<file path="config.mk">
export PLATFORM = sky130hd
export DESIGN_NAME = psm_top
export DESIGN_NICKNAME = d
export VERILOG_FILES = /design/src/rtl/psm_pkg.sv /design/src/rtl/psm_ctrl_reg.sv /design/src/rtl/psm_lock_timer.sv /design/src/rtl/psm_fsm.sv /design/src/rtl/psm_top.sv
export SDC_FILE = /design/constraint.sdc
export NUM_CORES = 1
export LEC_CHECK = 0
export ABC_AREA = 1
export BUFFER_PORTS_ARGS = -buffer_cell sky130_fd_sc_hd__buf_2
export CORE_UTILIZATION = 51
export DETAILED_ROUTE_END_ITERATION = 10
export GPL_TIMING_DRIVEN = 1
export PLACE_DENSITY = 0.78
export SYNTH_ARGS = -nofsm -noshare
export SYNTH_HDL_FRONTEND = slang
export SYNTH_SLANG_ARGS = --single-unit
</file>
<file path="constraint.sdc">
create_clock -name clk_i -period 1.7 [get_ports clk_i]
set_input_delay 0.17 -clock clk_i [delete_from_list [all_inputs] [get_ports clk_i]]
set_output_delay 0.17 -clock clk_i [all_outputs]
set_load 0.01 [all_outputs]
</file>
<file path="src/rtl/psm_pkg.sv">
package psm_pkg;

    typedef enum logic [1:0] {
        PM_FULL   = 2'b00,
        PM_ACTIVE = 2'b01,
        PM_SLEEP  = 2'b10,
        PM_DEEP   = 2'b11
    } pmode_e;

    typedef enum logic [1:0] {
        SQ_RUN,
        SQ_SLEEP,
        SQ_DEEP,
        SQ_LOCK
    } seq_st_e;

    typedef struct packed {
        logic core_en;
        logic per_en;
        logic pll_pd;
        logic pll_byp;
    } clk_ctl_t;

    typedef struct packed {
        logic pd;
        logic byp;
    } ctl_word_t;

    function automatic clk_ctl_t ctl_for(seq_st_e st, logic byp);
        clk_ctl_t c;
        c = '{core_en: 1'b1, per_en: 1'b1, pll_pd: 1'b0, pll_byp: byp};
        case (st)
            SQ_RUN:   c = '{core_en: 1'b1, per_en: 1'b1, pll_pd: 1'b0, pll_byp: byp};
            SQ_SLEEP: c = '{core_en: 1'b0, per_en: 1'b1, pll_pd: 1'b0, pll_byp: byp};
            SQ_DEEP:  c = '{core_en: 1'b0, per_en: 1'b0, pll_pd: 1'b1, pll_byp: 1'b1};
            SQ_LOCK:  c = '{core_en: 1'b0, per_en: 1'b0, pll_pd: 1'b0, pll_byp: 1'b1};
            default:  c = '{core_en: 1'b1, per_en: 1'b1, pll_pd: 1'b0, pll_byp: byp};
        endcase
        return c;
    endfunction

    function automatic pmode_e mode_for(seq_st_e st, logic byp);
        pmode_e m;
        m = PM_FULL;
        case (st)
            SQ_RUN:   m = byp ? PM_ACTIVE : PM_FULL;
            SQ_SLEEP: m = PM_SLEEP;
            SQ_DEEP:  m = PM_DEEP;
            SQ_LOCK:  m = PM_DEEP;
            default:  m = PM_FULL;
        endcase
        return m;
    endfunction

endpackage

</file>
<file path="src/rtl/psm_ctrl_reg.sv">
module psm_ctrl_reg
    import psm_pkg::*;
(
    input  logic      clk_i,
    input  logic      rst_i,
    input  logic      wr_i,
    input  ctl_word_t wdata_i,
    input  logic      deep_enter_i,
    output ctl_word_t word_o
);

    ctl_word_t word_q;

    always_ff @(posedge clk_i) begin
        if (rst_i) begin
            word_q <= '{pd: 1'b0, byp: 1'b0};
        end else if (deep_enter_i) begin
            // entering deep sleep consumes power-down and leaves bypass staged
            word_q <= '{pd: 1'b0, byp: 1'b1};
        end else if (wr_i) begin
            word_q <= wdata_i;
        end
    end

    assign word_o = word_q;

endmodule

</file>
<file path="src/rtl/psm_lock_timer.sv">
module psm_lock_timer #(
    parameter int LOCK_W = 8
) (
    input  logic              clk_i,
    input  logic              rst_i,
    input  logic              load_i,
    input  logic [LOCK_W-1:0] count_i,
    output logic              done_o
);

    localparam logic [LOCK_W-1:0] CNT_ZERO = '0;
    localparam logic [LOCK_W-1:0] CNT_ONE  = LOCK_W'(1);

    logic [LOCK_W-1:0] cnt_q;

    always_ff @(posedge clk_i) begin
        if (rst_i) begin
            cnt_q <= CNT_ZERO;
        end else if (load_i) begin
            cnt_q <= count_i;
        end else if (cnt_q != CNT_ZERO) begin
            cnt_q <= cnt_q - CNT_ONE;
        end
    end

    assign done_o = (cnt_q == CNT_ZERO);

endmodule

</file>
<file path="src/rtl/psm_fsm.sv">
module psm_fsm
    import psm_pkg::*;
(
    input  logic      clk_i,
    input  logic      rst_i,
    input  ctl_word_t staged_i,
    input  logic      idle_req_i,
    input  logic      irq_mask_i,
    input  logic      irq_i,
    input  logic      rtc_wake_i,
    input  logic      lock_done_i,
    output logic      deep_enter_o,
    output logic      lock_load_o,
    output seq_st_e   st_o,
    output logic      byp_o,
    output logic      ack_o,
    output logic      err_o
);

    seq_st_e st_q, st_d;
    logic    byp_q, byp_d;
    logic    ack_q, ack_d;
    logic    err_q, err_d;

    always_comb begin
        st_d         = st_q;
        byp_d        = byp_q;
        ack_d        = 1'b0;
        err_d        = 1'b0;
        deep_enter_o = 1'b0;
        lock_load_o  = 1'b0;
        case (st_q)
            SQ_RUN: begin
                if (idle_req_i) begin
                    if (!irq_mask_i) begin
                        st_d = SQ_SLEEP;
                    end else if (staged_i.pd) begin
                        if (rtc_wake_i) begin
                            // wake already pending: refuse rather than stall
                            err_d = 1'b1;
                            ack_d = 1'b1;
                        end else begin
                            st_d         = SQ_DEEP;
                            deep_enter_o = 1'b1;
                        end
                    end else begin
                        byp_d = staged_i.byp;
                        ack_d = 1'b1;
                    end
                end
            end
            SQ_SLEEP: begin
                if (irq_i || rtc_wake_i) begin
                    st_d  = SQ_RUN;
                    ack_d = 1'b1;
                end
            end
            SQ_DEEP: begin
                if (rtc_wake_i) begin
                    st_d        = SQ_LOCK;
                    lock_load_o = 1'b1;
                end
            end
            SQ_LOCK: begin
                if (lock_done_i) begin
                    st_d  = SQ_RUN;
                    byp_d = 1'b1;
                    ack_d = 1'b1;
                end
            end
            default: st_d = SQ_RUN;
        endcase
    end

    always_ff @(posedge clk_i) begin
        if (rst_i) begin
            st_q  <= SQ_RUN;
            byp_q <= 1'b0;
            ack_q <= 1'b0;
            err_q <= 1'b0;
        end else begin
            st_q  <= st_d;
            byp_q <= byp_d;
            ack_q <= ack_d;
            err_q <= err_d;
        end
    end

    assign st_o  = st_q;
    assign byp_o = byp_q;
    assign ack_o = ack_q;
    assign err_o = err_q;

endmodule

</file>
<file path="src/rtl/psm_top.sv">
module psm_top
    import psm_pkg::*;
#(
    parameter int LOCK_W = 8
) (
    input  logic              clk_i,
    input  logic              rst_i,
    input  logic              cfg_wr_i,
    input  logic              cfg_pd_i,
    input  logic              cfg_byp_i,
    input  logic [LOCK_W-1:0] lock_cnt_i,
    input  logic              idle_req_i,
    input  logic              irq_mask_i,
    input  logic              irq_i,
    input  logic              rtc_wake_i,
    output logic              core_clk_en_o,
    output logic              per_clk_en_o,
    output logic              pll_pd_o,
    output logic              pll_byp_o,
    output logic [1:0]        mode_o,
    output logic              wake_ack_o,
    output logic              wake_err_o
);

    ctl_word_t wdata;
    ctl_word_t staged;
    logic      deep_enter;
    logic      lock_load;
    logic      lock_done;
    seq_st_e   st;
    logic      app_byp;
    clk_ctl_t  ctl;

    assign wdata = '{pd: cfg_pd_i, byp: cfg_byp_i};

    psm_ctrl_reg u_reg (
        .clk_i        (clk_i),
        .rst_i        (rst_i),
        .wr_i         (cfg_wr_i),
        .wdata_i      (wdata),
        .deep_enter_i (deep_enter),
        .word_o       (staged)
    );

    psm_lock_timer #(.LOCK_W(LOCK_W)) u_lock (
        .clk_i   (clk_i),
        .rst_i   (rst_i),
        .load_i  (lock_load),
        .count_i (lock_cnt_i),
        .done_o  (lock_done)
    );

    psm_fsm u_fsm (
        .clk_i        (clk_i),
        .rst_i        (rst_i),
        .staged_i     (staged),
        .idle_req_i   (idle_req_i),
        .irq_mask_i   (irq_mask_i),
        .irq_i        (irq_i),
        .rtc_wake_i   (rtc_wake_i),
        .lock_done_i  (lock_done),
        .deep_enter_o (deep_enter),
        .lock_load_o  (lock_load),
        .st_o         (st),
        .byp_o        (app_byp),
        .ack_o        (wake_ack_o),
        .err_o        (wake_err_o)
    );

    assign ctl           = ctl_for(st, app_byp);
    assign core_clk_en_o = ctl.core_en;
    assign per_clk_en_o  = ctl.per_en;
    assign pll_pd_o      = ctl.pll_pd;
    assign pll_byp_o     = ctl.pll_byp;
    assign mode_o        = mode_for(st, app_byp);

endmodule

</file>
==> flow_summary_export.csv <==
group,metric,value,unit
global_route,grt_pass1_vias,808,
cells_and_area,final_util,63.6,%
global_route,grt_usage,23.1,%
floorplanning,die_w,44.8,µm
timing,max_freq,695,MHz
cells_and_area,layout.nets,187,
timing,final_max_slew_viol_count,0,
placed_design,dp_hpwl,1620,µm
yosys,synth_top_area_cell,"dfxtp_1",
global_route,grt_max_degree,13,
yosys,ys.warnings.count,0,
clock_network,postCtsHoldBufs,0,
clock_network,clk_latency,0.29,ns
timing,min_period,1.44,ns
cells_and_area,instances_no_fill,193,
timing,finalCritPeriodShare,84.7,%
clock_network,cts_sinks,15,
cells_and_area,n_fill_cell,170,
hold_path,hold_start,"lock_cnt_i[2]",
clock_network,htree_levels,1,
run_status,status,"completed",
clock_network,root_buffer,"clkbuf_4",
clock_network,cts_made_buffers,3,
critical_path,cp.arrival,1.63,ns
yosys,ys_types,26,
placed_design,io_buffers,24,
clock_network,cts_tree,"built",
critical_path,r2r-end,"u_lock.cnt_q[1]",
critical_path,critPathRequiredTime,1.89,ns
critical_path,worst_r2r_startpoint,"u_lock.cnt_q[0]",
hold_path,hold_path_depth,3,
clock_network,cts_resized,0,
cells_and_area,diodes,0,
yosys,avgSynthCellArea,6.57,µm²
hold_path,hold_end,"u_lock.cnt_q[2]",
critical_path,worstSetupEndpointType,"flop",
timing,slew_headroom,77.1,%
drt,first_pass_iters,4,
yosys,synth_area,933,µm²
clock_network,clockBufferDepth,2,
drt,drc,0,
critical_path,cp-start-kind,"flop",
yosys,ys_ff_latch,15,
floorplanning,rows,15,
timing,tightest_slew,0.340,ns
cells_and_area,drive_gt1_share,25.0,%
cells_and_area,syn_to_final_growth,17.6,%
critical_path,reg2reg_setup_slack,0.26,ns
critical_path,critPathMaxFanout,7,
hold_path,hold_path_class,"input port to flop",
drt,antenna_left,0,
critical_path,ff2ff_path_depth,7,
floorplanning,core-area,1730,µm²
global_route,grt_pass1_wl,3350,µm
drt,num_vias,966,
yosys,synth_cells,142,
floorplanning,die-area,2010,µm²
clock_network,post-cts-setup-buffers,0,
clock_network,path_clk_slew,0.10,ns
floorplanning,ioPinCount,25,
yosys,synth_top_area_share,32.2,%
timing,finalHoldViolCount,0,
yosys,synth_fp_nets,160,
drt,avgViaCountPerCell,5.01,
drt,wl,2050,µm
drt,avgRoutedWirePerCell,10.6,µm
floorplanning,die_h,44.8,µm
placed_design,placedCellCount,189,
yosys,synth-seq-area-share,32.2,%
yosys,yosys-top-cells-area,"dfxtp_1 32%, nand2_1 12%, nor2_1 10%, inv_1 7.2%, nand3_1 5.9%",
critical_path,crit_type,"flop to flop",
timing,setup_viol,0,
flow_run,maxCapViolCount,0,
global_route,grt-ovfl-total,0,
timing,clock_skew,0.00345,ns
pwr,power.density,1390,nW/µm²
pwr,p_leak,0.586,nW
global_route,antenna_found_initial,0,
floorplanning,start_util,54.1,%
pwr,ir_drop,1.09,mV
timing,rsz0062_at_grt,"false",
drt,drt_iter0_drc,14,
placed_design,gp_congestion,0.845,
timing,fin_tns_setup,0,ns
## placed cells by master (no fill, tap or decap), types with 2 or more instances in the layout
| master | n |
|---|---|
| buf_2 | 24 |
| nor2_1 | 25 |
| nand3_1 | 11 |
| o21ai_0 | 8 |
| nor3_2 | 2 |
| nor3_1 | 5 |
| o21ai_2 | 2 |
| clkbuf_4 | 3 |
| nand4_1 | 2 |
| o21ai_1 | 2 |
| clkinv_2 | 2 |
| dfxtp_1 | 15 |
| a21oi_1 | 7 |
| nand2_1 | 29 |
| inv_1 | 18 |
| nand2_4 | 2 |
| nor2_4 | 2 |
## cells by family (layout without fill, tap and decap cells)
logic type | after synthesis | after routing | share of synthesized area, %
compound gates | 21 | 21 | 13.7
xor+xnor | 2 | 2 | 1.88
fa+ha+maj | 1 | 1 | 1.34
buf+inv | 22 | 48 | 9.78
flops | 15 | 15 | 32.2
simple gates | 81 | 81 | 41.2
## per-stage QoR
stage	setup WS (ns)	area, µm²	hold slack [ns]	power [mW]
after floorplan	0.407	933	0.325	1.14
after global placement	0.342	1070	0.444	1.28
after detailed placement	0.275	1070	0.448	1.31
after CTS	0.260	1100	0.133	1.53
after global routing	0.121	1100	0.143	1.68
final	0.260	1100	0.137	1.52
## how the worst max path moves through the flow
| stage | from | end | depth (start not counted) |
|---|---|---|---|
| detailed placement | u_lock.cnt_q[0] | u_lock.cnt_q[1] | 7 |
| CTS | u_lock.cnt_q[0] | u_lock.cnt_q[1] | 7 |
| global placement | u_lock.cnt_q[0] | u_lock.cnt_q[1] | 7 |
| global route | u_lock.cnt_q[0] | u_lock.cnt_q[1] | 8 |
| floorplan | u_lock.cnt_q[0] | u_lock.cnt_q[1] | 7 |
| finish | u_lock.cnt_q[0] | u_lock.cnt_q[1] | 7 |
## synth_stat cells
master / instances
nand2_1: 29
nor2_1: 25
inv_1: 18
dfxtp_1: 15
nand3_1: 11
o21ai_0: 8
a21oi_1: 7
nor3_1: 5
nand2_4: 2
nand4_1: 2
nor2_4: 2
nor3_2: 2
o21ai_1: 2
o21ai_2: 2
a211oi_2: 1
buf_1: 1
buf_6: 1
clkinv_2: 1
ha_1: 1
inv_2: 1
nand3_2: 1
nor2_2: 1
nor3b_1: 1
o211ai_2: 1
xnor2_1: 1
xor2_1: 1
## critical path, stage by stage, from the launching register on
cell     delay (ns)
dfxtp_1        0.34
inv_1          0.08
ha_1           0.23
nand3_1        0.09
nor2_1         0.25
nand2_4        0.13
o21ai_0        0.17
nor2_1         0.05
## sequential cells by signal (all words and copies together), names as in the netlist
register,cells
u_fsm.byp_o,1
u_fsm.ack_o,1
u_fsm.err_o,1
u_reg.word_o,2
u_fsm.st_o,2
u_lock.cnt_q,8
## power breakdown
group          switching [mW]  internal [mW]
Combinational           0.493          0.315
Clock                   0.126         0.0876
Sequential             0.0649          0.436
Total                   0.684          0.838
## routing by layer
layer	track usage, %	part of all wire [%]	vias up	wire, µm
met2	35.6	45	21	929
met5	0	0	-	0
met1	31.2	48	429	990
met3	4.00	4.3	4	87
li1	-	-	512	-
met4	10.9	2.0	0	40
## final cells by class
| class | instances | area [µm²] | share of cell area (%) |
|---|---|---|---|
| multi-input cells | 105 | 542 | 49.4 |
| flip-flops and latches | 15 | 300 | 27.4 |
| repair buffers | 24 | 120 | 10.9 |
| inverters | 20 | 76.3 | 6.96 |
| well taps | 25 | 31.3 | 2.85 |
| clock buffers | 3 | 22.5 | 2.05 |
| clock inverters | 1 | 5.00 | 0.456 |
Note: power is estimated with default switching activity, not from simulation.
